$ cat src/rtl/stx_pkg.sv
`timescale 1ns/1ps
package stx_pkg;

  // Reduced transfer sets: six words plus zero padding
  localparam int unsigned GRP_N   = 6;
  localparam int unsigned CV_PAD  = 1;
  localparam int unsigned PWR_PAD = 3;

  // Configuration byte layout (first field is the most significant)
  typedef struct packed {
    logic [1:0] rsvd;      // [7:6] no function
    logic       sel_high;  // [5]   select active level
    logic [1:0] set_sel;   // [4:3] transfer set
    logic       gap_en;    // [2]   idle cells between packages
    logic       byte_pkg;  // [1]   8-bit packages
    logic       slow_clk;  // [0]   long bit cell
  } stx_cfg_t;

  typedef enum logic [1:0] {
    SQ_IDLE  = 2'd0,
    SQ_SHIFT = 2'd1,
    SQ_GAP   = 2'd2
  } sq_state_e;

  // Number of words a burst carries for a given set code
  function automatic int unsigned burst_words(input logic [1:0] set_sel,
                                              input int unsigned bank_n);
    case (set_sel)
      2'b01:   return GRP_N + CV_PAD;
      2'b10:   return GRP_N + PWR_PAD;
      default: return bank_n;
    endcase
  endfunction

  // True on the last bit of a package
  function automatic logic pkg_last(input logic byte_pkg,
                                    input int unsigned bit_idx,
                                    input int unsigned pkg_w,
                                    input int unsigned word_w);
    if (byte_pkg)
      return (bit_idx % pkg_w) == (pkg_w - 1);
    return bit_idx == (word_w - 1);
  endfunction

endpackage

$ cat src/rtl/stx_cellclk.sv
`timescale 1ns/1ps
// Bit-cell timer: divides the system clock into serial bit cells.
module stx_cellclk #(
  parameter int unsigned FAST_DIV = 2,
  parameter int unsigned SLOW_DIV = 4
) (
  input  logic clk,
  input  logic rst_n,
  input  logic run,
  input  logic slow,
  output logic cell_end,
  output logic low_half
);
  localparam int unsigned PH_W = (SLOW_DIV > 2) ? $clog2(SLOW_DIV) : 1;

  logic [PH_W-1:0] ph_q;
  logic [PH_W-1:0] last_ph;
  logic [PH_W-1:0] half_ph;

  assign last_ph  = slow ? PH_W'(SLOW_DIV - 1) : PH_W'(FAST_DIV - 1);
  assign half_ph  = slow ? PH_W'(SLOW_DIV / 2) : PH_W'(FAST_DIV / 2);
  assign cell_end = run && (ph_q == last_ph);
  assign low_half = run && (ph_q < half_ph);

  always_ff @(posedge clk or negedge rst_n) begin
    if (!rst_n)
      ph_q <= '0;
    else if (!run || cell_end)
      ph_q <= '0;
    else
      ph_q <= ph_q + 1'b1;
  end
endmodule

$ cat src/rtl/stx_shadow.sv
`timescale 1ns/1ps
// Shadow store: picks the words of the selected set at trigger time
// and holds them with the configuration for the whole burst.
module stx_shadow
  import stx_pkg::*;
#(
  parameter int unsigned WORD_W   = 32,
  parameter int unsigned BANK_N   = 16,
  parameter int unsigned CV_BASE  = 0,
  parameter int unsigned PWR_BASE = 6,
  parameter int unsigned IDX_W    = $clog2(BANK_N),
  parameter int unsigned CNT_W    = $clog2(BANK_N + 1)
) (
  input  logic                     clk,
  input  logic                     rst_n,
  input  logic                     capture,
  input  logic [7:0]               cfg_i,
  input  logic [BANK_N*WORD_W-1:0] words_i,
  input  logic [IDX_W-1:0]         rd_idx,
  output stx_cfg_t                 cfg_q,
  output logic [CNT_W-1:0]         n_words_q,
  output logic [WORD_W-1:0]        rd_word
);
  stx_cfg_t          cfg_in;
  logic [WORD_W-1:0] slot_w [BANK_N];

  assign cfg_in = stx_cfg_t'(cfg_i);

  for (genvar s = 0; s < BANK_N; s++) begin : g_slot
    localparam int unsigned CV_IDX = (s < GRP_N) ? CV_BASE + s : 0;
    localparam int unsigned PW_IDX = (s < GRP_N) ? PWR_BASE + s : 0;
    localparam bit IN_GRP = (s < GRP_N);

    logic [WORD_W-1:0] pick;
    logic [WORD_W-1:0] slot_q;

    always_comb begin
      case (cfg_in.set_sel)
        2'b01:   pick = IN_GRP ? words_i[CV_IDX*WORD_W +: WORD_W] : '0;
        2'b10:   pick = IN_GRP ? words_i[PW_IDX*WORD_W +: WORD_W] : '0;
        default: pick = words_i[s*WORD_W +: WORD_W];
      endcase
    end

    always_ff @(posedge clk or negedge rst_n) begin
      if (!rst_n)
        slot_q <= '0;
      else if (capture)
        slot_q <= pick;
    end

    assign slot_w[s] = slot_q;
  end

  always_ff @(posedge clk or negedge rst_n) begin
    if (!rst_n) begin
      cfg_q     <= '0;
      n_words_q <= '0;
    end else if (capture) begin
      cfg_q     <= cfg_in;
      n_words_q <= CNT_W'(burst_words(cfg_in.set_sel, BANK_N));
    end
  end

  assign rd_word = slot_w[rd_idx];
endmodule

$ cat src/rtl/stx_seq.sv
`timescale 1ns/1ps
// Burst sequencer: walks bits, packages and words; inserts gaps.
module stx_seq
  import stx_pkg::*;
#(
  parameter int unsigned WORD_W    = 32,
  parameter int unsigned PKG_W     = 8,
  parameter int unsigned GAP_CELLS = 7,
  parameter int unsigned IDX_W     = 4,
  parameter int unsigned CNT_W     = 5
) (
  input  logic              clk,
  input  logic              rst_n,
  input  logic              start,
  input  logic              cell_end,
  input  logic              gap_en,
  input  logic              byte_pkg,
  input  logic [CNT_W-1:0]  n_words,
  input  logic [WORD_W-1:0] cur_word,
  output logic              busy,
  output logic              shifting,
  output logic              in_gap,
  output logic [IDX_W-1:0]  word_idx,
  output logic              data_bit
);
  localparam int unsigned BIT_W = $clog2(WORD_W);
  localparam int unsigned GC_W  = (GAP_CELLS > 2) ? $clog2(GAP_CELLS) : 1;

  sq_state_e        state_q;
  logic [BIT_W-1:0] bit_q;
  logic [IDX_W-1:0] word_q;
  logic [GC_W-1:0]  gcnt_q;

  logic word_done;
  logic last_word;
  logic at_pkg_end;
  logic gap_done;

  assign word_done  = (bit_q == BIT_W'(WORD_W - 1));
  assign last_word  = (CNT_W'(word_q) == (n_words - CNT_W'(1)));
  assign at_pkg_end = pkg_last(byte_pkg, 32'(bit_q), PKG_W, WORD_W);
  assign gap_done   = (gcnt_q == GC_W'(GAP_CELLS - 1));

  always_ff @(posedge clk or negedge rst_n) begin
    if (!rst_n) begin
      state_q <= SQ_IDLE;
      bit_q   <= '0;
      word_q  <= '0;
      gcnt_q  <= '0;
    end else begin
      case (state_q)
        SQ_IDLE: begin
          if (start) begin
            state_q <= SQ_SHIFT;
            bit_q   <= '0;
            word_q  <= '0;
          end
        end
        SQ_SHIFT: begin
          if (cell_end) begin
            if (word_done && last_word) begin
              state_q <= SQ_IDLE;
              bit_q   <= '0;
              word_q  <= '0;
            end else begin
              if (word_done) begin
                bit_q  <= '0;
                word_q <= word_q + 1'b1;
              end else begin
                bit_q <= bit_q + 1'b1;
              end
              if (gap_en && at_pkg_end) begin
                state_q <= SQ_GAP;
                gcnt_q  <= '0;
              end
            end
          end
        end
        SQ_GAP: begin
          if (cell_end) begin
            if (gap_done) begin
              state_q <= SQ_SHIFT;
              gcnt_q  <= '0;
            end else begin
              gcnt_q <= gcnt_q + 1'b1;
            end
          end
        end
        default: state_q <= SQ_IDLE;
      endcase
    end
  end

  assign busy     = (state_q != SQ_IDLE);
  assign shifting = (state_q == SQ_SHIFT);
  assign in_gap   = (state_q == SQ_GAP);
  assign word_idx = word_q;
  assign data_bit = cur_word[BIT_W'(WORD_W - 1) - bit_q];
endmodule

$ cat src/rtl/stream_tx_master.sv
`timescale 1ns/1ps
// Top level: shadow store, bit-cell timer and sequencer; drives the pins.
module stream_tx_master
  import stx_pkg::*;
#(
  parameter int unsigned WORD_W    = 32,
  parameter int unsigned BANK_N    = 16,
  parameter int unsigned PKG_W     = 8,
  parameter int unsigned GAP_CELLS = 7,
  parameter int unsigned FAST_DIV  = 2,
  parameter int unsigned SLOW_DIV  = 4,
  parameter int unsigned CV_BASE   = 0,
  parameter int unsigned PWR_BASE  = 6
) (
  input  logic                     clk,
  input  logic                     rst_n,
  input  logic [7:0]               cfg_i,
  input  logic                     port_en_i,
  input  logic                     trig_i,
  input  logic [BANK_N*WORD_W-1:0] words_i,
  output logic                     sclk_o,
  output logic                     sdata_o,
  output logic                     sel_o,
  output logic                     busy_o
);
  localparam int unsigned IDX_W = $clog2(BANK_N);
  localparam int unsigned CNT_W = $clog2(BANK_N + 1);

  stx_cfg_t          cfg_sh;
  logic [CNT_W-1:0]  n_words;
  logic [WORD_W-1:0] cur_word;
  logic [IDX_W-1:0]  word_idx;
  logic              start_evt;
  logic              seq_busy;
  logic              seq_shifting;
  logic              seq_gap;
  logic              data_bit;
  logic              cell_end;
  logic              low_half;

  // Start event: armed, idle and triggered
  assign start_evt = trig_i && port_en_i && !seq_busy;

  stx_shadow #(
    .WORD_W  (WORD_W),
    .BANK_N  (BANK_N),
    .CV_BASE (CV_BASE),
    .PWR_BASE(PWR_BASE),
    .IDX_W   (IDX_W),
    .CNT_W   (CNT_W)
  ) u_shadow (
    .clk      (clk),
    .rst_n    (rst_n),
    .capture  (start_evt),
    .cfg_i    (cfg_i),
    .words_i  (words_i),
    .rd_idx   (word_idx),
    .cfg_q    (cfg_sh),
    .n_words_q(n_words),
    .rd_word  (cur_word)
  );

  stx_cellclk #(
    .FAST_DIV(FAST_DIV),
    .SLOW_DIV(SLOW_DIV)
  ) u_cellclk (
    .clk     (clk),
    .rst_n   (rst_n),
    .run     (seq_busy),
    .slow    (cfg_sh.slow_clk),
    .cell_end(cell_end),
    .low_half(low_half)
  );

  stx_seq #(
    .WORD_W   (WORD_W),
    .PKG_W    (PKG_W),
    .GAP_CELLS(GAP_CELLS),
    .IDX_W    (IDX_W),
    .CNT_W    (CNT_W)
  ) u_seq (
    .clk      (clk),
    .rst_n    (rst_n),
    .start    (start_evt),
    .cell_end (cell_end),
    .gap_en   (cfg_sh.gap_en),
    .byte_pkg (cfg_sh.byte_pkg),
    .n_words  (n_words),
    .cur_word (cur_word),
    .busy     (seq_busy),
    .shifting (seq_shifting),
    .in_gap   (seq_gap),
    .word_idx (word_idx),
    .data_bit (data_bit)
  );

  // Pins: clock low in the first half of a data cell, idle high elsewhere
  assign sclk_o  = !(seq_shifting && low_half);
  assign sdata_o = seq_shifting ? data_bit : 1'b1;
  assign sel_o   = seq_shifting ? cfg_sh.sel_high : !cfg_sh.sel_high;
  assign busy_o  = seq_busy;
endmodule

$ cat config.mk
export PLATFORM = sky130hd
export DESIGN_NAME = stream_tx_master
export DESIGN_NICKNAME = d
export VERILOG_FILES = /design/src/rtl/stx_pkg.sv /design/src/rtl/stx_cellclk.sv /design/src/rtl/stx_shadow.sv /design/src/rtl/stx_seq.sv /design/src/rtl/stream_tx_master.sv
export SDC_FILE = /design/constraint.sdc
export NUM_CORES = 1
export LEC_CHECK = 0
export ABC_CLOCK_PERIOD_IN_PS = 3800
export BUFFER_PORTS_ARGS = -buffer_cell sky130_fd_sc_hd__buf_4
export CAP_MARGIN = 20
export CORE_ASPECT_RATIO = 0.6
export CORE_MARGIN = 10
export CORE_UTILIZATION = 33
export CTS_BUF_LIST = sky130_fd_sc_hd__clkbuf_4 sky130_fd_sc_hd__clkbuf_8 sky130_fd_sc_hd__clkbuf_16
export DETAILED_ROUTE_END_ITERATION = 16
export GPL_ROUTABILITY_DRIVEN = 0
export PLACE_DENSITY_LB_ADDON = 0.12
export SKIP_LAST_GASP = 1
export SYNTH_ARGS = -nofsm -noshare
export SYNTH_HDL_FRONTEND = slang
export SYNTH_HIERARCHICAL = 1
export SYNTH_SLANG_ARGS = --single-unit
$ cat constraint.sdc
create_clock -name clk -period 3.8 [get_ports clk]
set_input_delay 0.76 -clock clk [delete_from_list [all_inputs] [get_ports clk]]
set_output_delay 0.76 -clock clk [all_outputs]
set_load 0.01 [all_outputs]
==> results.yml, run 1 <==
setup_path:
  worstSetupEndpointType: "output port"
  setup.reg_to_reg.worst_slack_ns: 1.15
  timing.setup.critical_path_class: "flop to output port"
  path_max_fanout: 9
  crit_path_start_kind: "flop"
  cp.arrival_ns: 3.97
  reg2reg_depth: 5
  cp_data_required_time_ns: 3.04
  cp-startpoint: "u_seq/word_idx[0]"
  critical_path.reg2reg.startpoint: "u_seq/state_q[0]"
  endpoint_of_the_worst_slack_reg_to_reg_timing_path: "u_shadow/g_slot[7].slot_q[18]"
  timing.critical_path.to: "sdata_o"
layout:
  fin_nets: 3654
  final.fill_count: 7709
  register_area_sq_mm: 0.0134
  area_growth_syn_to_layout_pct: 29.4
  post_route_cells_drive_above_1_share_pct: 29.4
  multi_input_comb_area_sq_mm: 0.0115
drt:
  met3WireLength_microns: 5520
  detailroute.via_count: 21500
  finalWirelength_microns: 93300
  top_layer_used: "met5"
  detailedRoute.firstPassIterationCount: 5
  ant_nets: 0
  wl_met1_microns: 39000
  route.detailed.drc: 0
  routedWlPerCell_microns: 22.0
  vias_per_cell: 5.08
  wl_met2_microns: 46300
  detail_route.iter0.violations: 1551
placement:
  hpwl_microns: 69100
  preCtsSetupSlack_ns: -0.335
  placement.io_buffers: 525
floorplan:
  floorplan.initialDensity_pct: 33.5
  die-height_microns: 241
  core_area_sq_mm: 0.0801
  placement_rows: 80
  die_x_microns: 388
  floorplan.io_pins: 528
  area_of_the_die_sq_mm: 0.0935
clock_network:
  cts.path.max_buffers: 3
  clock-sinks: 536
  cts_buffers: 54
  cts_tree: "built"
  clock_insertion_delay_worst_skew_ns: 0.61
  clk_transition_reported_paths_ns: 0.06
  htree_levels: 2
  cts-root-buf: "sky130_fd_sc_hd__clkbuf_16"
  holdBufCountCts: 0
pwr:
  total_switching_power_uw: 8660
  leakage_uw: 0.0156
  internal-power_uw: 16800
  irDropWorstVdd_mv: 0.304
  pwr_density_mw_per_mm2: 732
  power.share.switching_pct: 34.1
  comb_power_share_pct: 38.6
  register_share_of_total_power_pct: 40.0
  p_clk_share_pct: 21.3
sta:
  hold_violations: 0
  finalSetupViolCount: 1
  timing.final.crit_share_pct: 125
  max-slew-margin-rel_pct: 43.0
  fin_tns_setup_ns: -0.931
  achievable-frequency_mhz: 211
  slew_viol_final: 0
  rsz0062_at_grt: "yes"
  worst-slew-pin-transition_ns: 0.853
  finalWorstSetupSlack_ns: -0.931
  finClkSkew_ns: 0.0237
  min_period_ns: 4.73
global_routing:
  grt_antenna_before_repair: 8
  track_usage_pct: 19.1
  grt_pass1_wl_microns: 139000
  first_global_vias: 23300
  grt_max_degree: 177
  gr-total-overflow: 0
run:
  timing.max_cap.violations: 0
logic_synthesis:
  yosysWarningCount: 6
  syn_area_sq_mm: 0.0268
  synthesis.instances: 2648
  postSynthNetCount: 3180
  post_synth.cell_area_avg_sq_um: 10.1
status:
  failed_checks: "negative setup slack"
  outcome: "complete, but fails checks"
hold_path:
  hold_path_class: "primary input to asynchronous set/reset pin"
==> power groups by stage <==
stage | sequential [uW] | combinational, uW | clock (uW)
after floorplan | 9500 | 6430 | 0
after global placement | 10200 | 9100 | 0
after detailed placement | 10200 | 9280 | 0
after CTS | 10200 | 9640 | 5590
after global routing | 10500 | 10900 | 5850
final | 10200 | 9820 | 5420
==> placed cells by master (no fill, tap or decap), drive strengths merged, types with 2 or more instances in the layout <==
cell type and count:
nor2b 7, and3 2, mux4 138, diode 3, nand2 49, inv 332, a31oi 2, nand3 325
mux2i 195, bufinv 2, clkinv 17, clkinvlp 4, buf 639, nand2b 3, nor2 197, a32o 2
clkbuf 79, ha 8, nor3 3, and3b 2, dfrtp 536, a22oi 64, a21oi 195, mux2 8
xnor2 5, o22ai 2, a21o 3, o21ai 332
==> worst min-delay path by stage <==
stage / start / endpoint / slack [ns] / cells after the start
floorplan: u_cellclk/ph_q[0] / u_cellclk/ph_q[0] / 0.45 / 1
global placement: u_cellclk/ph_q[0] / u_cellclk/ph_q[0] / 0.46 / 1
detailed placement: u_cellclk/ph_q[0] / u_cellclk/ph_q[0] / 0.47 / 1
CTS: rst_n / u_shadow/g_slot[15].slot_q[30] / 0.13 / 1
global route: rst_n / u_shadow/g_slot[12].slot_q[30] / 0.14 / 1
finish: rst_n / u_shadow/g_slot[12].slot_q[30] / 0.11 / 1
==> what timing repair did <==
| item | 4_1_cts | 5_1_grt |
|---|---|---|
| setup buffers | 12 | 7 |
| setup endpoints to repair | 1 | 1 |
| pin swaps | 1 | 12 |
| cloned | 1 | 3 |
| gates resized for setup | 10 | 34 |
==> final cells by class <==
type	count	share of cell area (%)
inverter	331	3.58
timing repair buffer	642	15.8
antenna	3	0.0216
tap	1066	3.84
clock inverter	24	0.540
clock buffer	76	4.60
sequential	536	38.6
multi-input combinational	1557	33.0
==> worst max-delay path: stages (launching register included) <==
cell,delay (ns)
sky130_fd_sc_hd__dfrtp_4,0.47
sky130_fd_sc_hd__buf_4,0.14
sky130_fd_sc_hd__buf_12,0.16
sky130_fd_sc_hd__buf_4,0.15
sky130_fd_sc_hd__mux4_2,0.50
sky130_fd_sc_hd__a22oi_1,0.26
sky130_fd_sc_hd__nand2_2,0.11
sky130_fd_sc_hd__mux4_2,0.53
sky130_fd_sc_hd__mux4_2,0.48
sky130_fd_sc_hd__mux2_4,0.28
sky130_fd_sc_hd__nand2b_4,0.15
sky130_fd_sc_hd__buf_6,0.12
==> layer usage <==
metal	vias up	global-route usage (%)
li1	10100	-
met4	4	5.55
met1	10700	24.0
met3	116	4.33
met2	557	32.8
met5	-	0
==> flip-flops by register name, indices dropped and copies added, names as in the netlist <==
| register | count |
|---|---|
| u_cellclk/ph_q | 2 |
| u_seq/bit_q | 5 |
| u_seq/gcnt_q | 3 |
| u_seq/state_q | 2 |
| u_seq/word_idx | 4 |
| u_shadow/cfg_q | 4 |
| u_shadow/g_slot.slot_q | 512 |
| u_shadow/n_words_q | 4 |
==> per-stage QoR <==
stage	instances	utilization [%]	total power (uW)	cell area [sq um]	hold WS (ns)
2_1_floorplan	2648	-	15900	26800	0.445
3_3_place_gp	4110	40.6	19300	32500	0.457
3_5_place_dp	4110	40.6	19500	32500	0.473
4_1_cts	4223	43.0	25400	34500	0.125
5_1_grt	4233	43.4	27200	34700	0.136
6_report	4235	43.4	25400	34700	0.106
Note: power is estimated with default switching activity, not from simulation.
==> inputs of run 2 (changes only) <==
--- a/config.mk
+++ b/config.mk
@@ -5,7 +5,7 @@
 export SDC_FILE = /design/constraint.sdc
 export NUM_CORES = 1
 export LEC_CHECK = 0
-export ABC_CLOCK_PERIOD_IN_PS = 3800
+export ABC_CLOCK_PERIOD_IN_PS = 4700
 export BUFFER_PORTS_ARGS = -buffer_cell sky130_fd_sc_hd__buf_4
 export CAP_MARGIN = 20
 export CORE_ASPECT_RATIO = 0.6
==> constraint.sdc (replaced) <==
create_clock -name clk -period 4.7 [get_ports clk]
set_input_delay 0.94 -clock clk [delete_from_list [all_inputs] [get_ports clk]]
set_output_delay 0.94 -clock clk [all_outputs]
set_load 0.01 [all_outputs]
==> run 2 against run 1 <==
Effect of this change: the flow still finishes with violations (negative setup slack); clock power decreased by 17%; die area unchanged; count of clock-buffer cells in the layout increased by 9; sequential share of layout area increased by 0.37 points; first-iteration DRC count increased by 1.4%; via count decreased by 0.40%; largest cell class unchanged; largest power group unchanged; highest routed layer unchanged.
==> results.yml, run 2 (synthesis gave the netlist of run 1 again) <==
layout:
  post_layout_cell_count: 4190
  largest_reg_flops: 512
  post-route-util_pct: 43.0
  fin_nets: 3613
  final.fill_count: 7816
  register_area_sq_mm: 0.0134
  multi_input_comb_area_sq_mm: 0.0114
  area_growth_syn_to_layout_pct: 28.2
  layout.cells.most_common: "sky130_fd_sc_hd__buf_4"
  mostFrequentLayoutCells: "sky130_fd_sc_hd__buf_4 (556), sky130_fd_sc_hd__dfrtp_1 (534), sky130_fd_sc_hd__inv_1 (331)"
  registers.top_by_ff_count: "u_shadow/g_slot.slot_q"
  largestRegisters: "u_shadow/g_slot.slot_q: 512 flops, u_seq/bit_q: 5 flops"
  post_route_cells_drive_above_1_share_pct: 28.3
sta:
  achievable-frequency_mhz: 204
  finClkSkew_ns: 0.0140
  fin_tns_setup_ns: -0.211
  finalSetupViolCount: 1
  hold_violations: 0
  rsz0062_at_grt: "yes"
  timing.final.crit_share_pct: 104
  min_period_ns: 4.91
  finalWorstSetupSlack_ns: -0.211
  max-slew-margin-rel_pct: 25.4
  slew_viol_final: 0
  worst-slew-pin-transition_ns: 1.12
clock_network:
  htree_levels: 2
  cts.path.max_buffers: 3
  holdBufCountCts: 0
  cts_buffers: 55
  clk_transition_reported_paths_ns: 0.06
  cts-root-buf: "sky130_fd_sc_hd__clkbuf_16"
  clock_insertion_delay_worst_skew_ns: 0.61
  cts_tree: "built"
  clock-sinks: 536
placement:
  hpwl_microns: 66700
  preCtsSetupSlack_ns: 0.192
  post-place-cells: 4071
  placement.io_buffers: 525
setup_path:
  timing.setup.critical_path_class: "flop to output port"
  crit_path_start_kind: "flop"
  worstSetupEndpointType: "output port"
  critical_path.reg2reg.startpoint: "u_seq/state_q[0]"
  path_max_fanout: 6
  cp_data_required_time_ns: 3.76
  cp.arrival_ns: 3.97
  cp-startpoint: "u_seq/word_idx[0]"
drt:
  detail_route.iter0.violations: 1573
  ant_nets: 0
  route.detailed.drc: 0
  vias_per_cell: 5.12
  detailedRoute.firstPassIterationCount: 6
  finalWirelength_microns: 93600
  detailroute.via_count: 21400
  routedWlPerCell_microns: 22.3
floorplan:
  placement_rows: 80
  area_of_the_die_sq_mm: 0.0935
  core_area_sq_mm: 0.0801
  die_x_microns: 388
  floorplan.io_pins: 528
  die-height_microns: 241
  floorplan.initialDensity_pct: 33.5
global_routing:
  track_usage_pct: 19.4
  grt_antenna_before_repair: 5
  gr-total-overflow: 0
  first_global_vias: 23000
  grt_pass1_wl_microns: 141000
  grt_max_degree: 207
hold_path:
  hold_path_class: "primary input to asynchronous set/reset pin"
pwr:
  irDropWorstVdd_mv: 0.268
  leakage_uw: 0.0155
  pwr_density_mw_per_mm2: 599
run:
  timing.max_cap.violations: 0
status:
  failed_checks: "negative setup slack"
  outcome: "complete, but fails checks"
run 2: cell count changes in the layout (fill, tap and decap cells not counted), sizes merged:
cell      before  now
bufbuf         0    1
clkinv        17    9
clkinvlp       4    2
buf          639  599
diode          3    1
clkbuf        79   85
run 2: worst max-delay path, cell delays in order, from the launching register on:
cell and delay [ns]:
sky130_fd_sc_hd__dfrtp_4 0.45, sky130_fd_sc_hd__buf_12 0.17, sky130_fd_sc_hd__buf_16 0.19, sky130_fd_sc_hd__buf_8 0.13, sky130_fd_sc_hd__mux4_2 0.49, sky130_fd_sc_hd__a22oi_2 0.18, sky130_fd_sc_hd__nand2_1 0.08, sky130_fd_sc_hd__mux4_2 0.57
sky130_fd_sc_hd__mux4_2 0.49, sky130_fd_sc_hd__mux2_4 0.26, sky130_fd_sc_hd__nand2b_4 0.15, sky130_fd_sc_hd__buf_6 0.16
run 2: final cells by class:
| cell class | count | share of cell area [%] |
|---|---|---|
| antenna | 1 | 0.00727 |
| sequential | 536 | 39.0 |
| clock inverter | 14 | 0.407 |
| inverter | 331 | 3.61 |
| clock buffer | 85 | 5.00 |
| multi-input combinational | 1557 | 33.2 |
| tap | 1066 | 3.88 |
| timing repair buffer | 600 | 14.8 |
run 2: repair_timing:
item | 4_1_cts | 5_1_grt
setup buffers | 10 | 0
gates resized for setup | 40 | 8
gates cloned | 8 | 0
endpoints found under the setup margin | 1 | 1
pin swaps | 13 | 2
run 2: per-layer routing:
metal / routed length, microns / GRT usage, %
met1: 40200 / 25.1
met2: 45700 / 32.6
met3: 5440 / 4.39
met4: 2270 / 5.15
met5: 22 / 0
run 2: where the power goes:
group          internal [uW]  switching [uW]
Combinational           4110            3840
Sequential              6850            1280
Clock                   2620            1900
run 2: final timing paths:
| check | end | slack (ns) | cells past startpoint |
|---|---|---|---|
| worst min-delay path | u_shadow/g_slot[12].slot_q[30] | 0.36 | 1 |
| worst max register to register | u_shadow/g_slot[12].slot_q[7] | 1.86 | 5 |
| worst min register to register | u_cellclk/ph_q[0] | 0.49 | 1 |
| min in group clk | u_cellclk/ph_q[0] | 0.49 | 1 |
| worst max-delay path | sdata_o | -0.21 | 11 |
| max in group asynchronous | u_shadow/g_slot[6].slot_q[13] | 3.09 | 2 |
run 2: through the flow:
step	area, sq um	hold WS (ns)	power, uW
after CTS	34300	0.426	20800
after detailed placement	32000	0.474	15500
after global routing	34400	0.406	22100
after global placement	32000	0.458	15300
after floorplan	26800	0.445	12900
final	34400	0.362	20600
